**src/rtl/colseq_pkg.sv**
```systemverilog
package colseq_pkg;
  localparam int COL_W = 8;
  localparam int MAX_CL = 3;

  localparam logic [2:0] LEN_CODE_1    = 3'b000;
  localparam logic [2:0] LEN_CODE_2    = 3'b001;
  localparam logic [2:0] LEN_CODE_4    = 3'b010;
  localparam logic [2:0] LEN_CODE_8    = 3'b011;
  localparam logic [2:0] LEN_CODE_PAGE = 3'b111;

  typedef struct packed {
    logic             start;
    logic             advance;
    logic [COL_W-1:0] mask;
    logic             ilv;
  } dpStrobe_t;
endpackage

```
**src/rtl/colseq_dp.sv**
```systemverilog
module colseq_dp
  import colseq_pkg::*;
(
  input  logic             clk,
  input  logic             rst_n,
  input  dpStrobe_t        stb,
  input  logic [COL_W-1:0] startCol,
  output logic [COL_W-1:0] beatAddr,
  output logic             lastBeat
);
  logic [COL_W-1:0] baseCol;
  logic [COL_W-1:0] beatCnt;
  logic [COL_W-1:0] maskR;
  logic             ilvR;
  logic [COL_W-1:0] lowBits;

  always_ff @(posedge clk) begin
    if (!rst_n) begin
      baseCol <= '0;
      beatCnt <= '0;
      maskR   <= '0;
      ilvR    <= 1'b0;
    end else if (stb.start) begin
      baseCol <= startCol;
      beatCnt <= '0;
      maskR   <= stb.mask;
      ilvR    <= stb.ilv;
    end else if (stb.advance) begin
      beatCnt <= beatCnt + 1'b1;
    end
  end

  // low bits walk inside the burst boundary, upper bits held
  always_comb begin
    lowBits  = ilvR ? (baseCol ^ beatCnt) : (baseCol + beatCnt);
    beatAddr = (baseCol & ~maskR) | (lowBits & maskR);
    lastBeat = (beatCnt == maskR);
  end
endmodule

```
**src/rtl/colseq_ctrl.sv**
```systemverilog
module colseq_ctrl
  import colseq_pkg::*;
(
  input  logic       clk,
  input  logic       rst_n,
  input  logic       modeLoad,
  input  logic [3:0] modeAddr,
  input  logic       rdCmd,
  input  logic       wrCmd,
  input  logic       autoPre,
  input  logic       burstStop,
  input  logic       prechg,
  input  logic       casLat3,
  input  logic       lastBeat,
  output dpStrobe_t  stb,
  output logic       burstActive,
  output logic       readValid,
  output logic       wrAccept,
  output logic       illegalReq
);
  logic [2:0]        lenCode;
  logic              ilvMode;
  logic [COL_W-1:0]  modeMask;
  logic              modeFull;
  logic              modeIlv;
  logic              active, isRead, apFlag, fullRun;
  logic              lock, anyCmd, takeCmd, cutNow, endNow, beatLive;
  logic [MAX_CL-1:0] rdPipe;

  always_ff @(posedge clk) begin
    if (!rst_n) begin
      lenCode <= LEN_CODE_1;
      ilvMode <= 1'b0;
    end else if (modeLoad) begin
      ilvMode <= modeAddr[3];
      lenCode <= modeAddr[2:0];
    end
  end

  always_comb begin
    case (lenCode)
      LEN_CODE_2:    modeMask = COL_W'(1);
      LEN_CODE_4:    modeMask = COL_W'(3);
      LEN_CODE_8:    modeMask = COL_W'(7);
      LEN_CODE_PAGE: modeMask = '1;
      default:       modeMask = '0;
    endcase
    modeFull = (lenCode == LEN_CODE_PAGE);
    modeIlv  = ilvMode & ((lenCode == LEN_CODE_4) | (lenCode == LEN_CODE_8));
  end

  always_comb begin
    lock     = active & apFlag;
    anyCmd   = rdCmd | wrCmd;
    takeCmd  = anyCmd & ~lock;
    cutNow   = active & (burstStop | (prechg & ~lock));
    endNow   = active & lastBeat & ~fullRun;
    beatLive = active & ~cutNow;
  end

  always_ff @(posedge clk) begin
    if (!rst_n) begin
      active     <= 1'b0;
      isRead     <= 1'b0;
      apFlag     <= 1'b0;
      fullRun    <= 1'b0;
      illegalReq <= 1'b0;
      rdPipe     <= '0;
    end else begin
      if (takeCmd) begin
        active  <= 1'b1;
        isRead  <= rdCmd;
        apFlag  <= autoPre;
        fullRun <= modeFull;
      end else if (cutNow || endNow) begin
        active  <= 1'b0;
      end
      illegalReq <= lock & (anyCmd | prechg);
      rdPipe     <= {rdPipe[MAX_CL-2:0], beatLive & isRead};
    end
  end

  always_comb begin
    stb.start   = takeCmd;
    stb.advance = active;
    stb.mask    = modeMask;
    stb.ilv     = modeIlv;
    burstActive = active;
    wrAccept    = beatLive & ~isRead;
    readValid   = casLat3 ? rdPipe[MAX_CL-1] : rdPipe[MAX_CL-2];
  end
endmodule

```
**src/rtl/sdram_col_seq.sv**
```systemverilog
module sdram_col_seq
  import colseq_pkg::*;
(
  input  logic             clk,
  input  logic             rst_n,
  input  logic             modeLoad,
  input  logic [3:0]       modeAddr,
  input  logic             rdCmd,
  input  logic             wrCmd,
  input  logic [COL_W-1:0] startCol,
  input  logic             autoPre,
  input  logic             burstStop,
  input  logic             prechg,
  input  logic             casLat3,
  output logic [COL_W-1:0] colAddr,
  output logic             burstActive,
  output logic             readValid,
  output logic             wrAccept,
  output logic             illegalReq
);
  dpStrobe_t        stb;
  logic [COL_W-1:0] beatAddr;
  logic             lastBeat;

  colseq_ctrl u_ctrl (
    .clk(clk), .rst_n(rst_n), .modeLoad(modeLoad), .modeAddr(modeAddr),
    .rdCmd(rdCmd), .wrCmd(wrCmd), .autoPre(autoPre), .burstStop(burstStop),
    .prechg(prechg), .casLat3(casLat3), .lastBeat(lastBeat), .stb(stb),
    .burstActive(burstActive), .readValid(readValid), .wrAccept(wrAccept),
    .illegalReq(illegalReq)
  );

  colseq_dp u_dp (
    .clk(clk), .rst_n(rst_n), .stb(stb), .startCol(startCol),
    .beatAddr(beatAddr), .lastBeat(lastBeat)
  );

  assign colAddr = burstActive ? beatAddr : '0;
endmodule

```
**config.mk**
```make
export PLATFORM = sky130hd
export DESIGN_NAME = sdram_col_seq
export DESIGN_NICKNAME = d
export VERILOG_FILES = /design/src/rtl/colseq_pkg.sv /design/src/rtl/colseq_dp.sv /design/src/rtl/colseq_ctrl.sv /design/src/rtl/sdram_col_seq.sv
export SDC_FILE = /design/constraint.sdc
export NUM_CORES = 1
export LEC_CHECK = 0
export BUFFER_PORTS_ARGS = -buffer_cell sky130_fd_sc_hd__clkbuf_2
export CELL_PAD_IN_SITES_DETAIL_PLACEMENT = 1
export CELL_PAD_IN_SITES_GLOBAL_PLACEMENT = 1
export CORE_MARGIN = 2
export CORE_UTILIZATION = 44
export DETAILED_ROUTE_END_ITERATION = 10
export PLACE_DENSITY = 0.85
export REMOVE_ABC_BUFFERS = 1
export SYNTH_ARGS = -nofsm -noshare
export SYNTH_HDL_FRONTEND = slang
export SYNTH_SLANG_ARGS = --single-unit
```
**constraint.sdc**
```tcl
create_clock -name clk -period 4.6 [get_ports clk]
set_clock_uncertainty 0.2 [all_clocks]
set_input_delay 0.92 -clock clk [delete_from_list [all_inputs] [get_ports clk]]
set_output_delay 0.92 -clock clk [all_outputs]
set_load 0.02 [all_outputs]
```
Word level (Yosys, flattened, before mapping) --
Index checks and enable logic that the tools add are counted.
Word-level totals: flip-flop bits (word level) 37, input port bits 21, output and inout bits 12, logic and storage cells 53
Operators by class: add/sub/neg operators 2, equal/unequal tests 5, multiplexer cells 6, bitwise gates (word level) 25, reductions and logical operators 3
Operator list (count):
- $pmux 8 s4 | 1
- $and 8x8->8 | 2
- $mux 8 | 2
- $and 1x1->1 | 11
- $add 8x1->8 const B | 1
- $add 8x8->8 | 1
- $eq 8x8->1 | 1
- $not 8->8 | 1
- $or 8x8->8 | 1
- $xor 8x8->8 | 1
- $eq 3x2->1 const B | 2
- $not 1->1 | 5
- $or 1x1->1 | 4
- $eq 3x1->1 const B | 1
- $eq 3x3->1 const B | 1
- $mux 1 | 3
- $reduce_bool 2->1 | 1
- $reduce_or 2->1 | 1
- $logic_or 1x1->1 | 1

Depth between registers and ports, before layout --
Gate-level depths: netlist of the first run.
word-level depth 8, depth in mapped cells 6, depth with buffers taken out 6

Modules after synthesis --
A second synthesis of the first run with hierarchy kept.
Second synthesis, totals: cells, all modules 233, area total of the unflattened synthesis 2095.8 sq um
By module, submodules not included:
- colseq_dp | instances 1, cells each 163, area each 1473.9 sq um, seq. area each 500.5 sq um
- colseq_ctrl | instances 1, cells each 62, area each 571.8 sq um, seq. area each 240.2 sq um
- sdram_col_seq | instances 1, cells each 8, area each 50.0 sq um, seq. area each 0.0 sq um

Worst setup path before layout of the first run --
Ideal clock, no wire load.
path kind reg2out, start reg u_dp.beatCnt[0], end out colAddr[4], arrival 2065 ps, required time 3480 ps, slack 1415 ps, stages on the path, launching flop included 6, path buffers 0, cells stage by stage dfxtp_1 ha_1 fa_1 a211oi_1 o21ai_0 a311oi_1
Between the ends: word-level cells in the longest chain between the ends 5
Ends and longest elaborated chain:
- start, declared | RTL line colseq_dp.sv:12 | logic [COL_W-1:0] beatCnt;
- start signal, assigned | RTL line colseq_dp.sv:29 | beatCnt <= beatCnt + 1'b1;
- $add 8x8->8 | RTL line colseq_dp.sv:35 | lowBits = ilvR ? (baseCol ^ beatCnt) : (baseCol + beatCnt);
- $mux 8 | RTL line colseq_dp.sv:35
- $and 8x8->8 | RTL line colseq_dp.sv:36 | beatAddr = (baseCol & ~maskR) | (lowBits & maskR);
- $or 8x8->8 | RTL line colseq_dp.sv:36
- $mux 8 | RTL line sdram_col_seq.sv:38 | assign colAddr = burstActive ? beatAddr : '0;
- end, declared | RTL line sdram_col_seq.sv:15 | output logic [COL_W-1:0] colAddr,
No other way between the ends.

Final worst setup path of the first run --
Ends and elaborated chain as after synthesis.

==> results.py, run 1 <==
metrics = {
    "global_route": {
        "wire_length_of_the_first_global_routing_pass_mm": 7.36,
        "grt_antenna_before_repair": 0,
        "grt_max_degree": 26,
        "first_global_vias": 1592,
        "total_grt_usage_pct": 22.2,
        "grt.overflow.total": 0,
    },
    "logic_synthesis": {
        "number_of_synthesized_register_bits": 32,
        "synthDominantCellAreaShare_pct": 36.2,
        "post_synth.cell_area_avg_um2": 8.50,
        "ys_dominant_reg_cell": "sky130_fd_sc_hd__dfxtp_1",
        "synth-async-reset-ratio_pct": 0,
        "cell_accounting_for_the_most_synthesized_area": "sky130_fd_sc_hd__dfxtp_1",
        "post_synth_main_area_contributors": "sky130_fd_sc_hd__dfxtp_1, sky130_fd_sc_hd__nand2_1, sky130_fd_sc_hd__ha_1",
        "yosysWarningCount": 0,
        "synthesis.area_um2": 1770,
        "synthCells": 208,
        "synth-edff-count": 0,
        "netlist-cell-type-count": 47,
        "synth-seq-area-share_pct": 36.2,
    },
    "critical_path": {
        "critPathRequiredTime_ns": 3.48,
        "crit_fanout": 7,
        "r2r.worst_path.cells": 3,
        "critPathCapture": "colAddr[4]",
        "criticalPathCategory": "flip-flop to output port",
        "worst_setup_path_startpoint": "u_dp.beatCnt[0]",
        "regToRegSetupSlack_ns": 2.45,
        "timing.rr.end": "u_dp.maskR[6]",
        "critical_path.reg2reg.startpoint": "u_ctrl.burstActive",
        "timing.critical_path.from_type": "flip-flop",
        "worst_setup_path_end_kind": "output port",
        "worst-endpoint-arrival_ns": 2.48,
    },
    "routing": {
        "drt_first_iter_violations": 93,
        "drc_errors": 0,
        "drt_wl_total_mm": 4.59,
        "drt_pre_antenna_iters": 4,
        "routed-via-count": 1618,
        "drtAntennaViolNets": 0,
        "wl_per_cell_um": 15.8,
        "avgViaCountPerCell": 5.58,
    },
    "clock_network": {
        "clock_insertion_delay_worst_skew_ns": 0.29,
        "tritoncts": "done",
        "cts_root_buffer": "sky130_fd_sc_hd__clkbuf_8",
        "total_clock_sinks": 32,
        "max-clock-path-buffers": 2,
        "post_cts_resize_count": 0,
        "post_cts_hold_buffer_count": 0,
        "cts.clk_slew.worst_paths_ns": 0.07,
        "htreeDepth": 2,
        "tritoncts_buffer_count": 5,
        "post-cts-setup-buffer-count": 0,
    },
    "placed_design": {
        "finalWeightedCongestion": 0.814,
        "dp_cells": 282,
        "placement.io_buffers": 32,
        "place.detailed.hpwl_mm": 3.39,
    },
    "floorplanning": {
        "die_height_um": 67.4,
        "area_of_the_die_um2": 4540,
        "initial_utilization_pct": 44.8,
        "io_pins": 33,
        "placementRows": 23,
        "die_x_um": 67.4,
        "fp.coreArea_um2": 3940,
    },
    "cells_and_area": {
        "antenna_cells": 0,
        "multi_input_area_um2": 1080,
        "final.fill_count": 497,
        "area_delta_synth_final_pct": 17.1,
        "total_nets_final": 269,
        "seqCellArea_um2": 641,
        "finalNonFillerCells": 290,
        "final_cell_mix": "sky130_fd_sc_hd__clkbuf_2, sky130_fd_sc_hd__dfxtp_1, sky130_fd_sc_hd__nand2_1",
        "final_layout_size_suffix_gt1_share_pct": 19.2,
    },
    "outcome": {
        "outcome": "complete, no violations",
    },
    "timing": {
        "setup_viol": 0,
        "worst_slew_margin_pct": 25.8,
        "hold_violations_final": 0,
        "maxClockFrequency_ghz": 0.278,
        "period_minus_slack_ns": 3.60,
        "slew_viol_final": 0,
        "grt_setup_unrepaired": "no",
        "final_min_period_over_clock_period_pct": 78.2,
        "setup-tns-final_ns": 0,
        "tightestPinTransition_ns": 1.11,
    },
    "min_path": {
        "worstHoldPathType": "flip-flop to flip-flop",
        "whs_path_depth": 1,
    },
    "power_and_ir_drop": {
        "total_power_w": 0.000647,
        "power_leakage_nw": 0.892,
        "vdd_drop_max_v": 0.000151,
        "p_per_area_nw_per_um2": 313,
    },
    "flow_run": {
        "number_of_maximum_capacitance_violations": 0,
    },
}
## critical path: stages, from the launching register on
cell and delay, ns:
sky130_fd_sc_hd__dfxtp_1 0.39, sky130_fd_sc_hd__ha_1 0.29, sky130_fd_sc_hd__fa_1 0.40, sky130_fd_sc_hd__a211oi_1 0.42, sky130_fd_sc_hd__o21ai_0 0.18, sky130_fd_sc_hd__a311oi_1 0.30, sky130_fd_sc_hd__clkbuf_2 0.22
## where the power goes
group          leakage [nW]  internal (W)  switching (W)
logic                 0.575     0.0000328      0.0000438
registers             0.262      0.000288      0.0000155
clock network        0.0552      0.000161       0.000106
## cell usage after synthesis, types with 3 or more instances
| master | count |
|---|---|
| sky130_fd_sc_hd__dfxtp_1 | 32 |
| sky130_fd_sc_hd__nand2_1 | 28 |
| sky130_fd_sc_hd__nor2_1 | 21 |
| sky130_fd_sc_hd__a21boi_0 | 13 |
| sky130_fd_sc_hd__xor2_1 | 9 |
| sky130_fd_sc_hd__ha_1 | 8 |
| sky130_fd_sc_hd__nand3_1 | 8 |
| sky130_fd_sc_hd__o21ai_0 | 8 |
| sky130_fd_sc_hd__a21oi_1 | 7 |
| sky130_fd_sc_hd__clkbuf_1 | 7 |
| sky130_fd_sc_hd__mux2i_1 | 7 |
| sky130_fd_sc_hd__nor2b_1 | 7 |
| sky130_fd_sc_hd__a211oi_1 | 3 |
| sky130_fd_sc_hd__inv_1 | 3 |
| sky130_fd_sc_hd__nand4_1 | 3 |
| sky130_fd_sc_hd__nor3_1 | 3 |
## per-stage QoR
stage | util (%) | hold slack [ns] | setup WS [ns] | area (um2)
3_5_place_dp | 49.8 | 0.261 | 1.33 | 1960
5_1_grt | 52.5 | 0.295 | 0.877 | 2070
3_3_place_gp | 49.8 | 0.223 | 1.43 | 1960
2_1_floorplan | - | 0.212 | 1.42 | 1730
4_1_cts | 52.5 | 0.275 | 1.01 | 2070
6_report | 52.5 | 0.276 | 1.00 | 2070
## sequential cells by signal, indices dropped and copies added, names as in the netlist
name,count
u_ctrl.rdPipe,3
u_ctrl.apFlag,1
u_ctrl.isRead,1
u_ctrl.lenCode,3
u_dp.maskR,4
u_dp.ilvR,1
u_ctrl.ilvMode,1
u_ctrl.burstActive,1
u_dp.baseCol,8
u_ctrl.illegalReq,1
u_dp.beatCnt,8
## worst min path at each step
stage	slack (ns)	end	start
2_1_floorplan	0.21	u_ctrl.rdPipe[1]	u_ctrl.rdPipe[0]
3_3_place_gp	0.22	u_ctrl.rdPipe[1]	u_ctrl.rdPipe[0]
3_5_place_dp	0.26	u_ctrl.rdPipe[0]	u_ctrl.isRead
4_1_cts	0.28	u_ctrl.rdPipe[0]	u_ctrl.isRead
5_1_grt	0.30	u_ctrl.rdPipe[0]	u_ctrl.isRead
6_report	0.28	u_ctrl.rdPipe[1]	u_ctrl.rdPipe[0]
## layout make-up
cell class                 instances  area share [%]
clock buffer                       6            3.51
clock inverter                     2            1.69
sequential                        32            31.0
timing repair buffer              33            8.10
inverter                           3           0.544
multi-input combinational        164            52.2
tap                               50            3.02
## kinds of logic (layout without fill, tap and decap cells)
family	after synthesis	in the layout	share of synthesized area, %
AND/OR/NAND/NOR	86	86	23.9
AO/OA/AOI/OAI	50	50	20.4
flip-flops	32	32	36.2
buffers and inverters	12	44	2.69
XOR/XNOR	11	11	5.45
adder cells (fa/ha/maj)	9	9	6.79
multiplexers	8	8	4.60
## metal layers
metal	GRT usage, %	wire, um	vias to the layer above	part of all wire (%)
met5	0	0	-	0
met4	9.44	119	0	2.6
met3	6.67	173	10	3.8
met2	36.5	2190	28	48
met1	26.9	2110	778	46
li1	-	-	802	-
(Power assumes the default switching activity.)
==> run 2, diff against run 1 <==
CORE_UTILIZATION = 41   (was 44)
PLACE_DENSITY = 0.8   (was 0.85)
clock period = 3.8 ns   (was 4.6 ns; I/O delays follow)
==> results.py, run 2 (synthesis results as in run 1) <==
metrics = {
    "routing": {
        "drt_first_iter_violations": 41,
        "drt_wl_total_mm": 4.32,
        "wl_per_cell_um": 14.8,
        "drt_pre_antenna_iters": 4,
        "drc_errors": 0,
        "drtAntennaViolNets": 0,
        "avgViaCountPerCell": 5.50,
        "routed-via-count": 1605,
    },
    "critical_path": {
        "cp_slowest_stage_delay_ns": 0.53,
        "worst_setup_path_startpoint": "u_dp.beatCnt[1]",
        "crit_fanout": 8,
        "worst-endpoint-arrival_ns": 2.46,
        "crit_path_top_delay_cell": "sky130_fd_sc_hd__dfxtp_1",
        "criticalPathCategory": "flip-flop to output port",
        "cp.buffers_inverters": 1,
        "regToRegSetupSlack_ns": 2.11,
        "worst_setup_path_end_kind": "output port",
        "critical_path.reg2reg.startpoint": "u_ctrl.burstActive",
        "timing.rr.end": "u_dp.beatCnt[0]",
        "r2r.worst_path.cells": 6,
        "timing.critical_path.from_type": "flip-flop",
        "critical_path_depth": 6,
        "timing.critical_path.cells": "ha_1 -> a211oi_2 -> o211ai_2 -> a31o_1 -> or4b_1 -> clkbuf_2",
        "critPathRequiredTime_ns": 2.84,
        "path_delay_family": "compound AO/OA/AOI/OAI gates",
        "critPathCapture": "colAddr[7]",
    },
    "clock_network": {
        "clock_insertion_delay_worst_skew_ns": 0.28,
        "tritoncts_buffer_count": 5,
        "total_clock_sinks": 32,
        "post-cts-setup-buffer-count": 0,
        "cts.clk_slew.worst_paths_ns": 0.07,
        "post_cts_resize_count": 0,
        "post_cts_hold_buffer_count": 0,
        "tritoncts": "done",
        "max-clock-path-buffers": 2,
        "cts_root_buffer": "sky130_fd_sc_hd__clkbuf_8",
        "htreeDepth": 2,
    },
    "global_route": {
        "global_route.peak_usage_layer": "met2",
        "grt_util_met2_pct": 31.8,
        "groute.layer.met1.usage_pct": 22.3,
        "grt_antenna_before_repair": 0,
        "total_grt_usage_pct": 18.6,
        "first_global_vias": 1588,
        "wire_length_of_the_first_global_routing_pass_mm": 7.25,
        "grt_util_met3_pct": 4.07,
        "grt.overflow.total": 0,
        "grt_max_degree": 26,
    },
    "timing": {
        "worst_slew_margin_pct": 72.3,
        "maxClockFrequency_ghz": 0.293,
        "hold_violations_final": 0,
        "tightestPinTransition_ns": 0.415,
        "slew_viol_final": 0,
        "final_min_period_over_clock_period_pct": 90.0,
        "setup_viol": 0,
        "hold_slack_ns": 0.232,
        "period_minus_slack_ns": 3.42,
        "grt_setup_unrepaired": "no",
        "setup-tns-final_ns": 0,
    },
    "floorplanning": {
        "initial_utilization_pct": 43.3,
        "fp.coreArea_um2": 4090,
        "io_pins": 33,
        "die_x_um": 69.7,
        "area_of_the_die_um2": 4850,
        "die_height_um": 69.7,
        "placementRows": 23,
    },
    "power_and_ir_drop": {
        "power_leakage_nw": 0.902,
        "p_per_area_nw_per_um2": 374,
        "vdd_drop_max_v": 0.000222,
    },
    "cells_and_area": {
        "total_nets_final": 271,
        "finalInstanceArea_um2": 2080,
        "final_cell_mix": "sky130_fd_sc_hd__clkbuf_2, sky130_fd_sc_hd__dfxtp_1, sky130_fd_sc_hd__nand2_1",
        "antenna_cells": 0,
        "final.fill_count": 507,
        "top_regs": "u_dp.baseCol x8, u_dp.beatCnt x8, u_dp.maskR x4",
        "final_core_utilization_pct": 51.0,
        "final_layout_size_suffix_gt1_share_pct": 19.8,
        "area_delta_synth_final_pct": 17.9,
    },
    "outcome": {
        "outcome": "complete, no violations",
    },
    "min_path": {
        "worstHoldPathType": "flip-flop to flip-flop",
        "whs_path_depth": 1,
    },
    "placed_design": {
        "finalWeightedCongestion": 0.807,
        "place.detailed.hpwl_mm": 3.20,
        "placement.io_buffers": 32,
        "detailed_place.area_um2": 1980,
    },
    "flow_run": {
        "number_of_maximum_capacitance_violations": 0,
    },
}
## run 2: worst min-delay path by stage
stage	start	to	slack (ns)
6_report	u_ctrl.rdPipe[0]	u_ctrl.rdPipe[1]	0.23
5_1_grt	u_ctrl.rdPipe[0]	u_ctrl.rdPipe[1]	0.26
4_1_cts	u_ctrl.rdPipe[0]	u_ctrl.rdPipe[1]	0.24
3_5_place_dp	u_ctrl.rdPipe[0]	u_ctrl.rdPipe[1]	0.22
3_3_place_gp	u_ctrl.rdPipe[0]	u_ctrl.rdPipe[1]	0.22
2_1_floorplan	u_ctrl.rdPipe[0]	u_ctrl.rdPipe[1]	0.21
## run 2: per-layer routing
layer	part of all wire, %	up-vias
met3	4.1	10
met5	0	-
met1	46	757
met2	48	32
li1	-	806
met4	2.2	0
## run 2: report_power, final
part           internal, W  switching (W)  leakage (nW)  total [W]
Clock             0.000194       0.000123        0.0552   0.000318
Sequential        0.000349      0.0000139         0.262   0.000363
Combinational    0.0000419      0.0000566         0.585  0.0000985
## run 2: metrics by stage
| step | cells | total power (W) | worst slack [ns] |
|---|---|---|---|
| final | 292 | 0.000779 | 0.382 |
| after global routing | 292 | 0.000822 | 0.224 |
| after CTS | 292 | 0.000790 | 0.378 |
| after detailed placement | 284 | 0.000469 | 0.740 |
| after global placement | 284 | 0.000467 | 0.781 |
| after floorplan | 199 | 0.000427 | 0.775 |
## run 2: final cells by class
type / instances / area [um2] / area share, %
clock buffers: 6 / 72.6 / 3.48
clock inverters: 2 / 35.0 / 1.68
inverters: 3 / 11.3 / 0.540
multi-input cells: 164 / 1080 / 51.8
flip-flops and latches: 32 / 641 / 30.7
well taps: 50 / 62.6 / 3.00
repair buffers: 35 / 183 / 8.76
